### src/rtl/serAddPkg.sv
package serAddPkg;
  typedef struct packed {
    logic load;
    logic shift;
  } serAddStrobe_t;
endpackage

### src/rtl/serAddFullAdder.sv
module serAddFullAdder (
  input  logic inA,
  input  logic inB,
  input  logic inC,
  output logic sumBit,
  output logic carryBit
);
  assign sumBit   = inA ^ inB ^ inC;
  assign carryBit = (inA & inB) | (inA & inC) | (inB & inC);
endmodule

### src/rtl/serAddCtrl.sv
module serAddCtrl
  import serAddPkg::*;
#(
  parameter int WIDTH = 8
) (
  input  logic          clk,
  input  logic          rstN,
  input  logic          loadOperands,
  input  logic          shiftEn,
  output serAddStrobe_t strobe,
  output logic          done
);
  localparam int CNT_W = $clog2(WIDTH + 1);
  localparam logic [CNT_W-1:0] LAST_COUNT = CNT_W'(WIDTH);

  logic [CNT_W-1:0] shiftCount;

  assign strobe.load  = loadOperands;
  assign strobe.shift = shiftEn & ~loadOperands;

  always_ff @(posedge clk or negedge rstN) begin
    if (!rstN) begin
      shiftCount <= '0;
    end else if (strobe.load) begin
      shiftCount <= '0;
    end else if (strobe.shift && shiftCount != LAST_COUNT) begin
      shiftCount <= shiftCount + 1'b1;
    end
  end

  assign done = (shiftCount == LAST_COUNT);

  AST_DONE_CLEARED_BY_LOAD: assert property (@(posedge clk) disable iff (!rstN)
    loadOperands |=> !done);
  AST_DONE_HOLDS_IDLE: assert property (@(posedge clk) disable iff (!rstN)
    (!loadOperands && !shiftEn) |=> $stable(done));
  AST_DONE_STICKY: assert property (@(posedge clk) disable iff (!rstN)
    (done && !loadOperands) |=> done);
  AST_DONE_RISE_ON_SHIFT: assert property (@(posedge clk) disable iff (!rstN)
    $rose(done) |-> ($past(shiftEn) && !$past(loadOperands)));
endmodule

### src/rtl/serAddDatapath.sv
module serAddDatapath
  import serAddPkg::*;
#(
  parameter int WIDTH = 8
) (
  input  logic             clk,
  input  logic             rstN,
  input  serAddStrobe_t    strobe,
  input  logic [WIDTH-1:0] opA,
  input  logic [WIDTH-1:0] opB,
  input  logic             serialInB,
  output logic [WIDTH-1:0] regA,
  output logic             carryOut
);
  logic [WIDTH-1:0] regB;
  logic             sumBit;
  logic             carryNext;

  serAddFullAdder i_fullAdder (
    .inA      (regA[0]),
    .inB      (regB[0]),
    .inC      (carryOut),
    .sumBit   (sumBit),
    .carryBit (carryNext)
  );

  always_ff @(posedge clk or negedge rstN) begin
    if (!rstN) begin
      regA     <= '0;
      regB     <= '0;
      carryOut <= 1'b0;
    end else if (strobe.load) begin
      regA     <= opA;
      regB     <= opB;
      carryOut <= 1'b0;
    end else if (strobe.shift) begin
      regA     <= {sumBit, regA[WIDTH-1:1]};
      regB     <= {serialInB, regB[WIDTH-1:1]};
      carryOut <= carryNext;
    end
  end

  AST_ONE_STROBE: assert property (@(posedge clk) disable iff (!rstN)
    !(strobe.load && strobe.shift));
  AST_LOAD_CAPTURE: assert property (@(posedge clk) disable iff (!rstN)
    strobe.load |=> (regA == $past(opA) && regB == $past(opB) && !carryOut));
  AST_IDLE_HOLD: assert property (@(posedge clk) disable iff (!rstN)
    (!strobe.load && !strobe.shift) |=> ($stable(regA) && $stable(regB) && $stable(carryOut)));
  AST_A_MOVES_RIGHT: assert property (@(posedge clk) disable iff (!rstN)
    strobe.shift |=> (regA[WIDTH-2:0] == $past(regA[WIDTH-1:1])));
  AST_B_TAKES_SERIAL: assert property (@(posedge clk) disable iff (!rstN)
    strobe.shift |=> (regB[WIDTH-1] == $past(serialInB)
                      && regB[WIDTH-2:0] == $past(regB[WIDTH-1:1])));
endmodule

### src/rtl/serialAdder.sv
module serialAdder
  import serAddPkg::*;
#(
  parameter int WIDTH = 8
) (
  input  logic             clk,
  input  logic             rstN,
  input  logic             loadOperands,
  input  logic [WIDTH-1:0] opA,
  input  logic [WIDTH-1:0] opB,
  input  logic             shiftEn,
  input  logic             serialInB,
  output logic [WIDTH-1:0] regA,
  output logic             carryOut,
  output logic             done
);
  serAddStrobe_t strobe;

  serAddCtrl #(.WIDTH(WIDTH)) i_ctrl (
    .clk          (clk),
    .rstN         (rstN),
    .loadOperands (loadOperands),
    .shiftEn      (shiftEn),
    .strobe       (strobe),
    .done         (done)
  );

  serAddDatapath #(.WIDTH(WIDTH)) i_datapath (
    .clk       (clk),
    .rstN      (rstN),
    .strobe    (strobe),
    .opA       (opA),
    .opB       (opB),
    .serialInB (serialInB),
    .regA      (regA),
    .carryOut  (carryOut)
  );
endmodule

### config.mk
export PLATFORM = sky130hd
export DESIGN_NAME = serialAdder
export DESIGN_NICKNAME = d
export VERILOG_FILES = /design/src/rtl/serAddPkg.sv /design/src/rtl/serAddFullAdder.sv /design/src/rtl/serAddCtrl.sv /design/src/rtl/serAddDatapath.sv /design/src/rtl/serialAdder.sv
export SDC_FILE = /design/constraint.sdc
export NUM_CORES = 1
export LEC_CHECK = 0
export BUFFER_PORTS_ARGS = -buffer_cell sky130_fd_sc_hd__buf_4
export CAP_MARGIN = 20
export CORE_MARGIN = 3
export CORE_UTILIZATION = 50
export CTS_CLUSTER_DIAMETER = 150
export CTS_CLUSTER_SIZE = 30
export DETAILED_ROUTE_END_ITERATION = 16
export GPL_TIMING_DRIVEN = 0
export PLACE_DENSITY = 0.79
export SLEW_MARGIN = 20
export SYNTH_ARGS = -nofsm -noshare
export SYNTH_HDL_FRONTEND = slang
export SYNTH_HIERARCHICAL = 1
export SYNTH_SLANG_ARGS = --single-unit
### constraint.sdc
create_clock -name clk -period 1.77 [get_ports clk]
set_clock_uncertainty 0.05 [all_clocks]
set_input_delay 0.2655 -clock clk [delete_from_list [all_inputs] [get_ports clk]]
set_output_delay 0.2655 -clock clk [all_outputs]
set_load 0.05 [all_outputs]
# After elaboration in Yosys (flattened, before gate mapping)
# Index checks and enable logic that the tools add are counted.
# word_totals
ff_bits	21
input_bits	21
output_inout_bits	10
wordCells	27
# classes
n_addsub	1
n_eq_ne	2
mux	8
n_bitwise	9
reduce_logical	3
# ops
op	count
two-way mux 8 bit	4
two-way mux 4 bit	2
adder 4 x 1 -> 4 bit (second input constant)	1
bitwise AND 1 bit	4
equality test 4 bit (second input constant)	1
inequality test 4 bit (second input constant)	1
nonzero test 2 bit	2
two-way mux 1 bit	2
bitwise OR 1 bit	2
bitwise XOR 1 bit	2
logical AND 1 bit	1
inverter 1 bit	1

# Logic depth before layout (Yosys ltp)
# Gate-level depths: netlist of run 1.
# logic_depth
depth_word	5
depth_mapped	5
mapped_depth_nobuf	5

# Hierarchy
# Netlist of run 1, hierarchy kept.
# by_module_without_submodules
mod	instances	cells_per_inst	area_per_inst_um2
serAddDatapath	1	72	784.5
serAddCtrl	1	26	250.2
serAddFullAdder	1	1	20.0

# Worst setup path before layout of run 1
# OpenSTA, ideal clock, no wires.
# synth_path
path_kind	reg2out
startpoint	register i_ctrl.shiftCount[0]
endpoint	output done
arrival_time_ns	1.309
t_required_ns	1.454
path_slack_ns	0.146
path_stages_with_launch	5
path_cell_list	dfrtp_1 -> inv_1 -> ha_1 -> nand2_1 -> nor2_1
# synth_between
elab_chain_cells	1
# synth_lines
element	line_no	source
start, declared	serAddCtrl.sv:16	logic [CNT_W-1:0] shiftCount;
start signal, assigned	serAddCtrl.sv:27	shiftCount <= shiftCount + 1'b1;
equality test 4 bit	serAddCtrl.sv:31	assign done = (shiftCount == LAST_COUNT);
end, declared	serialAdder.sv:15	output logic done
# No other way between the ends.

# Worst setup path in the final report of run 1
# Same ends and word-level chain as after synthesis.

==> results of run 1 <==
## state kept, by name (all words and copies together), names as in the netlist
register	cells
i_ctrl/shiftCount	4
i_datapath/carryOut	1
i_datapath/regA	8
i_datapath/regB	8
## power groups by stage
stage	sequential (W)	clock [W]	combinational (W)
after floorplan	0.000630	0	0.000101
after global placement	0.000564	0	0.000267
after detailed placement	0.000565	0	0.000272
after CTS	0.000556	0.000229	0.000273
after global routing	0.000562	0.000245	0.000295
final	0.000556	0.000218	0.000269
## metrics by stage
step,total power [W],std cells,util [%],cell area (µm²)
6_report,0.00104,159,72.5,1350
5_1_grt,0.00110,159,72.5,1350
4_1_cts,0.00106,159,72.5,1350
3_5_place_dp,0.000837,154,70.6,1310
3_3_place_gp,0.000831,154,70.6,1310
2_1_floorplan,0.000732,99,-,1050
## cells in the final DEF, fill, tap and decap left out, types with 2 or more instances in the layout
| cell | synthesis | final |
|---|---|---|
| o21ai_1 | 9 | 9 |
| o21ai_0 | 7 | 7 |
| nand2b_1 | 2 | 2 |
| buf_4 | 1 | 31 |
| nand2_1 | 19 | 19 |
| buf_2 | 2 | 2 |
| dfrtp_1 | 21 | 21 |
| nor2_1 | 5 | 5 |
| clkbuf_4 | 0 | 3 |
| clkbuf_1 | 1 | 2 |
| ha_1 | 2 | 2 |
| mux2i_1 | 18 | 18 |
| inv_1 | 2 | 2 |
## critical path, cell delays in order, from the launching register on
cell and delay, ps:
dfrtp_1 430, inv_1 90, ha_1 140, nand2_1 70
nor2_1 90, buf_4 200
## cell type report
type                    instances  area [µm²]  share of cell area, %
clock buffers                   4        26.3                   1.95
plain buffers                   6        52.6                   3.90
repair buffers                 31         235                   17.5
inverters                       2        7.51                  0.557
multi-input cells              70         469                   34.8
well taps                      25        31.3                   2.32
flip-flops and latches         21         526                   39.0
## kinds of logic after synthesis
| family | after synthesis |
|---|---|
| AOI/OAI and AO/OA | 18 |
| xor gates and xnor gates | 1 |
| adders and majority gates | 3 |
| buffers and inverters | 8 |
| DFF | 21 |
| muxes | 19 |
| and+or+nand+nor | 29 |
## worst paths after layout
check | start | to
worst max-delay path | i_ctrl/shiftCount[0] | done
worst min-delay path | loadOperands | i_ctrl/shiftCount[2]
worst max register to register | i_ctrl/shiftCount[0] | i_ctrl/shiftCount[0]
worst min register to register | i_ctrl/shiftCount[3] | i_ctrl/shiftCount[3]
max in group asynchronous | rstN | i_ctrl/shiftCount[0]
min in group asynchronous | rstN | i_datapath/regA[2]
## metal layers
layer / GRT usage (%) / up-vias / share of wire [%]
met5: 0 / - / 0
met4: 5.24 / 0 / 0.86
met3: 2.58 / 2 / 4.9
met2: 27.6 / 19 / 49
met1: 21.4 / 367 / 45
li1: - / 406 / -
==> results.md, run 1 <==
* HPWL Detailed at 1.50 mm
* CP endpoint kind: primary output
* Clk_lat worst skew at 290 ps
* Worst Tran Pin Value at 404 ps
* HP Class: input pin to flop
* Simple-gate share of the synthesized area at 11.7%
* Max-slew headroom at 73.1%
* Fill count at 161
* Share of the yosys chip area belonging to registers at 49.8%
* Final Net Count at 159
* Post-CTS setup buffers at 0
* Combinational power share at 25.8%
* Maximum vdd drop at 0.613 mV
* Starting density of the core at 56.8%
* Switching Fraction at 30.5%
* Ys async rst share at 100%
* CTS Buf Count at 3
* Area delta synth->final at 27.8%
* Syn_area_per_cell at 10.7 µm²
* CP Launch Type: flop
* GP Congestion at 0.739
* Cell with the most instances after synthesis: dfrtp_1
* Register share of total power at 53.3%
* Max Fclk at 620 MHz
* Via count at 794
* Share of cells above drive strength 1 at 29.9%
* Worst hold margin at 115 ps
* Vias in the first global route at 782
* Die X-Extent at 51.9 µm
* Ant. Diodes at 0
* Seq cells post-synth at 21
* DR WL/cell at 12.4 µm
* WS Path Type: flop to primary output
* XOR/XNOR Fraction of Synth Area at 0.830%
* Final hold vios at 0
* DRC viols at 0
* Compound-Gate Fraction of Synth Area at 9.13%
* Largest cells by area after synthesis: dfrtp_1 50%, mux2i_1 17%, nand2_1 6.8%
* Global Route Usage Sum at 16.4%
* Initial DRC count at 4
* Cell count after synthesis at 99
* Die H at 51.9 µm
* WHS Path Cells at 2
* Switching pwr at 0.000318 W
* WP data arrival at 1300 ps
* RSZ-0062 raised after global routing: false
* Predominant post-synthesis flop cell: dfrtp_1
* Max-slew violation count at 0
* Clock root buffer: clkbuf_4
* Setup violations, final at 0
* WL final at 1.97 mm
* Min Tclk post-route at 1610 ps
* Max Buffers Root-to-Sink at 2
* Initial DRT Pass Iterations at 4
* Top cell type's share of synthesized area at 49.8%
* Clock power share at 20.9%
* Initial antenna violation count at 0
* CTS Hold Bufs at 1
* YS warnings at 6
* Clk sinks at 21
* Critical Path Fanout Max at 4
* First-pass GRT wire length at 3.32 mm
* Number of flops mapped to enable cells by yosys at 0
* Final WS setup at 156 ps
* FP Rows at 15
* Tcrit/Tclk final at 91.2%
* Pre-CTS setup slack at 391 ps
* Routed Antenna Nets at 0
* TritonCTS clock tree: done
* Max-cap violations at 0
* Worst Reg-to-Reg Cells at 5
* Pwr dens at 774 nW/µm²
* Worst-path clk slew at 100 ps
* Pint at 0.000725 W
* Num ports at 31
* Post-synth cell types at 22
* Core region area at 1860 µm²
* Leading area contributor after synthesis: dfrtp_1
* Netlist Area Pre-Place at 1050 µm²
* CTS resizes at 0
* Largest family of logic cells by synthesized area: multiplexers
* Status: finished clean
* Largest net degree at the start of global routing at 22
* Port Buffers at 30
* Post-synthesis mux area share at 18.5%
* Adder-cell share of the synthesized area at 4.27%
* Req. time, crit path at 1450 ps
* Setup TNS at 0 ps
* Syn Nets at 123
* Total grt overflow at 0
* Leak at 0.647 nW
* Vias/cell at 4.99
* Reg-to-reg setup timing slack at 370 ps
* Die ar. at 2700 µm²
* Synth cell count leaders: 21 x dfrtp_1, 19 x nand2_1, 18 x mux2i_1, 9 x o21ai_1, 7 x o21ai_0
* CTS H-tree lvls at 1
(Power assumes the default switching activity.)
==> inputs of run 2 (changes only) <==
--- a/config.mk
+++ b/config.mk
@@ -5,6 +5,7 @@
 export SDC_FILE = /design/constraint.sdc
 export NUM_CORES = 1
 export LEC_CHECK = 0
+export ABC_AREA = 1
 export BUFFER_PORTS_ARGS = -buffer_cell sky130_fd_sc_hd__buf_4
 export CAP_MARGIN = 20
 export CORE_MARGIN = 3
@@ -13,7 +14,7 @@
 export CTS_CLUSTER_SIZE = 30
 export DETAILED_ROUTE_END_ITERATION = 16
 export GPL_TIMING_DRIVEN = 0
-export PLACE_DENSITY = 0.79
+export PLACE_DENSITY = 0.78
 export SLEW_MARGIN = 20
 export SYNTH_ARGS = -nofsm -noshare
 export SYNTH_HDL_FRONTEND = slang
==> results.md, run 2 <==
* Initial DRT Pass Iterations at 4 (unchanged)
* CTS Buf Count at 3 (unchanged)
* R2R Path End: i_datapath/regA[7] (was i_ctrl/shiftCount[0])
* Vias/cell at 5.07 (was 4.99)
* Global Route Usage Sum at 20.1% (was 16.4%)
* Routed Antenna Nets at 0 (unchanged)
* Placed Cells at 183 (was 154)
* Num ports at 31 (unchanged)
* CP startpoint: i_ctrl/shiftCount[1] (was i_ctrl/shiftCount[0])
* HP Start: opA[3] (was loadOperands)
* DR WL/cell at 12.5 µm (was 12.4 µm)
* YS warnings at 6 (unchanged)
* Predominant post-synthesis flop cell: dfrtp_1 (unchanged)
* End of the worst hold path: i_datapath/regA[3] (was i_ctrl/shiftCount[2])
* Critical Path Fanout Max at 5 (was 4)
* Die X-Extent at 52.4 µm (was 51.9 µm)
* Core region area at 2000 µm² (was 1860 µm²)
* Pwr dens at 767 nW/µm² (was 774 nW/µm²)
* CP endpoint kind: primary output (unchanged)
* Final hold vios at 0 (unchanged)
* GP Congestion at 0.768 (was 0.739)
* Req. time, crit path at 1450 ps (about the same)
* Placed instance area at 1330 µm² (was 1310 µm²)
* Total grt overflow at 0 (unchanged)
* Area delta synth->final at 29.2% (was 27.8%)
* Worst Tran Pin Value at 290 ps (was 404 ps)
* Status: finished clean (unchanged)
* Reg-to-reg setup timing slack at 500 ps (was 370 ps)
* Register share of total power at 52.8% (was 53.3%)
* WS Path Type: flop to primary output (unchanged)
* Post-synth cell types at 16 (was 22)
* Max-slew headroom at 80.7% (was 73.1%)
* Setup violations, final at 0 (unchanged)
* Maximum vdd drop at 0.465 mV (was 0.613 mV)
* Switching pwr at 0.000345 W (was 0.000318 W)
* Worst-path clk slew at 110 ps (was 100 ps)
* Starting density of the core at 53.7% (was 56.8%)
* Multi-input logic area at 470 µm² (was 469 µm²)
* WP data arrival at 1370 ps (was 1300 ps)
* Top cell type's share of synthesized area at 48.9% (was 49.8%)
* Clock power share at 21.4% (was 20.9%)
* Port Buffers at 30 (unchanged)
* Max-slew violation count at 0 (unchanged)
* WL final at 2.37 mm (was 1.97 mm)
* Clk sinks at 21 (unchanged)
* WHS Path Cells at 3 (was 2)
* Top flop regs: i_datapath/regA (8), i_datapath/regB (8), i_ctrl/shiftCount (4) (unchanged)
* Max Fclk at 593 MHz (was 620 MHz)
* Most frequent cells in the layout: 41 x nand2_1, 39 x nand3_1, 34 x buf_4 (was 31 x buf_4, 21 x dfrtp_1, 19 x nand2_1)
* Clock root buffer: clkbuf_4 (unchanged)
* Vias in the first global route at 942 (was 782)
* Largest net degree at the start of global routing at 22 (unchanged)
* Ant. Diodes at 0 (unchanged)
* Fill count at 163 (was 161)
* Flip-flop and latch area at 526 µm² (unchanged)
* Via count at 959 (was 794)
* Share of cells above drive strength 1 at 29.6% (was 29.9%)
* CP Launch Type: flop (unchanged)
* Worst Reg-to-Reg Cells at 3 (was 5)
* Netlist Area Pre-Place at 1070 µm² (was 1050 µm²)
* Worst reg2reg startpoint: i_datapath/regA[0] (was i_ctrl/shiftCount[0])
* Seq cells post-synth at 21 (unchanged)
* Max Buffers Root-to-Sink at 2 (unchanged)
* Cell count after synthesis at 126 (was 99)
* Synth cell count leaders: 42 x nand2_1, 39 x nand3_1, 21 x dfrtp_1, 5 x inv_1, 4 x buf_4 (was 21 x dfrtp_1, 19 x nand2_1, 18 x mux2i_1, 9 x o21ai_1, 7 x o21ai_0)
* Initial antenna violation count at 0 (unchanged)
* Max-cap violations at 0 (unchanged)
* HP Class: input pin to flop (unchanged)
* Syn_area_per_cell at 8.53 µm² (was 10.7 µm²)
* CTS H-tree lvls at 1 (unchanged)
* Syn Nets at 150 (was 123)
* Worst hold margin at 121 ps (was 115 ps)
* Number of flops mapped to enable cells by yosys at 0 (unchanged)
* FP Rows at 16 (was 15)
* Largest cells by area after synthesis: dfrtp_1 49%, nand3_1 18%, nand2_1 15% (was dfrtp_1 50%, mux2i_1 17%, nand2_1 6.8%)
* Commonest non-fill, non-tap cell in the layout: nand2_1 (was buf_4)
* Share of the yosys chip area belonging to registers at 48.9% (was 49.8%)
* Die ar. at 2740 µm² (was 2700 µm²)
* Leading area contributor after synthesis: dfrtp_1 (unchanged)
* Switching Fraction at 32.4% (was 30.5%)
* Area of all placed cells without fillers at 1390 µm² (was 1350 µm²)
* Leak at 0.715 nW (was 0.647 nW)
* Tcrit/Tclk final at 95.3% (was 91.2%)
* Non-filler cells, final at 189 (was 159)
* TritonCTS clock tree: done (unchanged)
* Pint at 0.000721 W (was 0.000725 W)
* Final core utilization at 69.4% (was 72.5%)
* Initial DRC count at 28 (was 4)
* Clk_lat worst skew at 300 ps (was 290 ps)
* Min Tclk post-route at 1690 ps (was 1610 ps)
* Combinational power share at 25.8% (about the same)
* Setup TNS at 0 ps (unchanged)
* Final Net Count at 187 (was 159)
* DRC viols at 0 (unchanged)
* Ys async rst share at 100% (unchanged)
* Die H at 52.4 µm (was 51.9 µm)
* Cell with the most instances after synthesis: nand2_1 (was dfrtp_1)
* First-pass GRT wire length at 4.04 mm (was 3.32 mm)
* HPWL Detailed at 1.69 mm (was 1.50 mm)
-- run 2: cell types whose count changed after synthesis, sizes merged, moves of 2 or more --
cell / change
buf: +2
nand2: +23
o21ai: -14
nand3: +39
mux2i: -18
nand2b: -2
inv: +4
-- run 2: area by class of cell --
class	count	share of cell area (%)
Buffer	7	4.59
Sequential cell	21	37.8
Clock buffer	4	1.89
Tap cell	27	2.43
Multi-Input combinational cell	92	33.9
Timing Repair Buffer	32	17.7
Inverter	6	1.62
-- run 2: power by group through the flow --
stage / Combinational [W] / Clock (W) / Sequential (W)
2_1_floorplan: 0.0000993 / 0 / 0.000634
3_3_place_gp: 0.000267 / 0 / 0.000567
3_5_place_dp: 0.000271 / 0 / 0.000571
4_1_cts: 0.000273 / 0.000239 / 0.000562
5_1_grt: 0.000302 / 0.000261 / 0.000568
6_report: 0.000275 / 0.000228 / 0.000563
-- run 2: worst max-delay path by stage --
stage | end | slack [ps]
6_report | done | 80
5_1_grt | done | -20
4_1_cts | done | 40
3_5_place_dp | done | 400
3_3_place_gp | done | 420
2_1_floorplan | i_ctrl/shiftCount[3] | 250
-- run 2: logic make-up (layout without fill, tap and decap cells) --
logic type | Yosys count | after routing | share of synthesized area [%]
simple gates | 86 | 86 | 36.8
flops | 21 | 21 | 48.9
buf+inv | 13 | 49 | 8.03
fa+ha+maj | 3 | 3 | 4.19
compound gates | 2 | 2 | 1.28
xor+xnor | 1 | 1 | 0.815
-- run 2: layer usage --
metal	GRT usage [%]	part of all wire (%)
met2	33.1	49
met3	5.41	5.3
met4	6.38	0.51
met1	25.4	45
met5	0	0
-- run 2: what timing repair did --
item                                   in CTS  in global routing
resized for setup                           0                  4
setup buffers                               0                  1
setup endpoints to repair                   0                  1
endpoints found under the hold margin      21                  0
hold buffers                                1                  0
-- run 2: metrics by stage --
stage / power (W) / worst slack, ps
3_5_place_dp: 0.000842 / 396
3_3_place_gp: 0.000833 / 417
4_1_cts: 0.00107 / 41.0
6_report: 0.00107 / 83.1
5_1_grt: 0.00113 / -16.5
2_1_floorplan: 0.000733 / 253
-- run 2: critical path: stages, from the launching register on --
cell	delay [ps]
dfrtp_1	450
inv_1	80
ha_1	150
nand2_2	80
nor2_4	140
buf_6	170
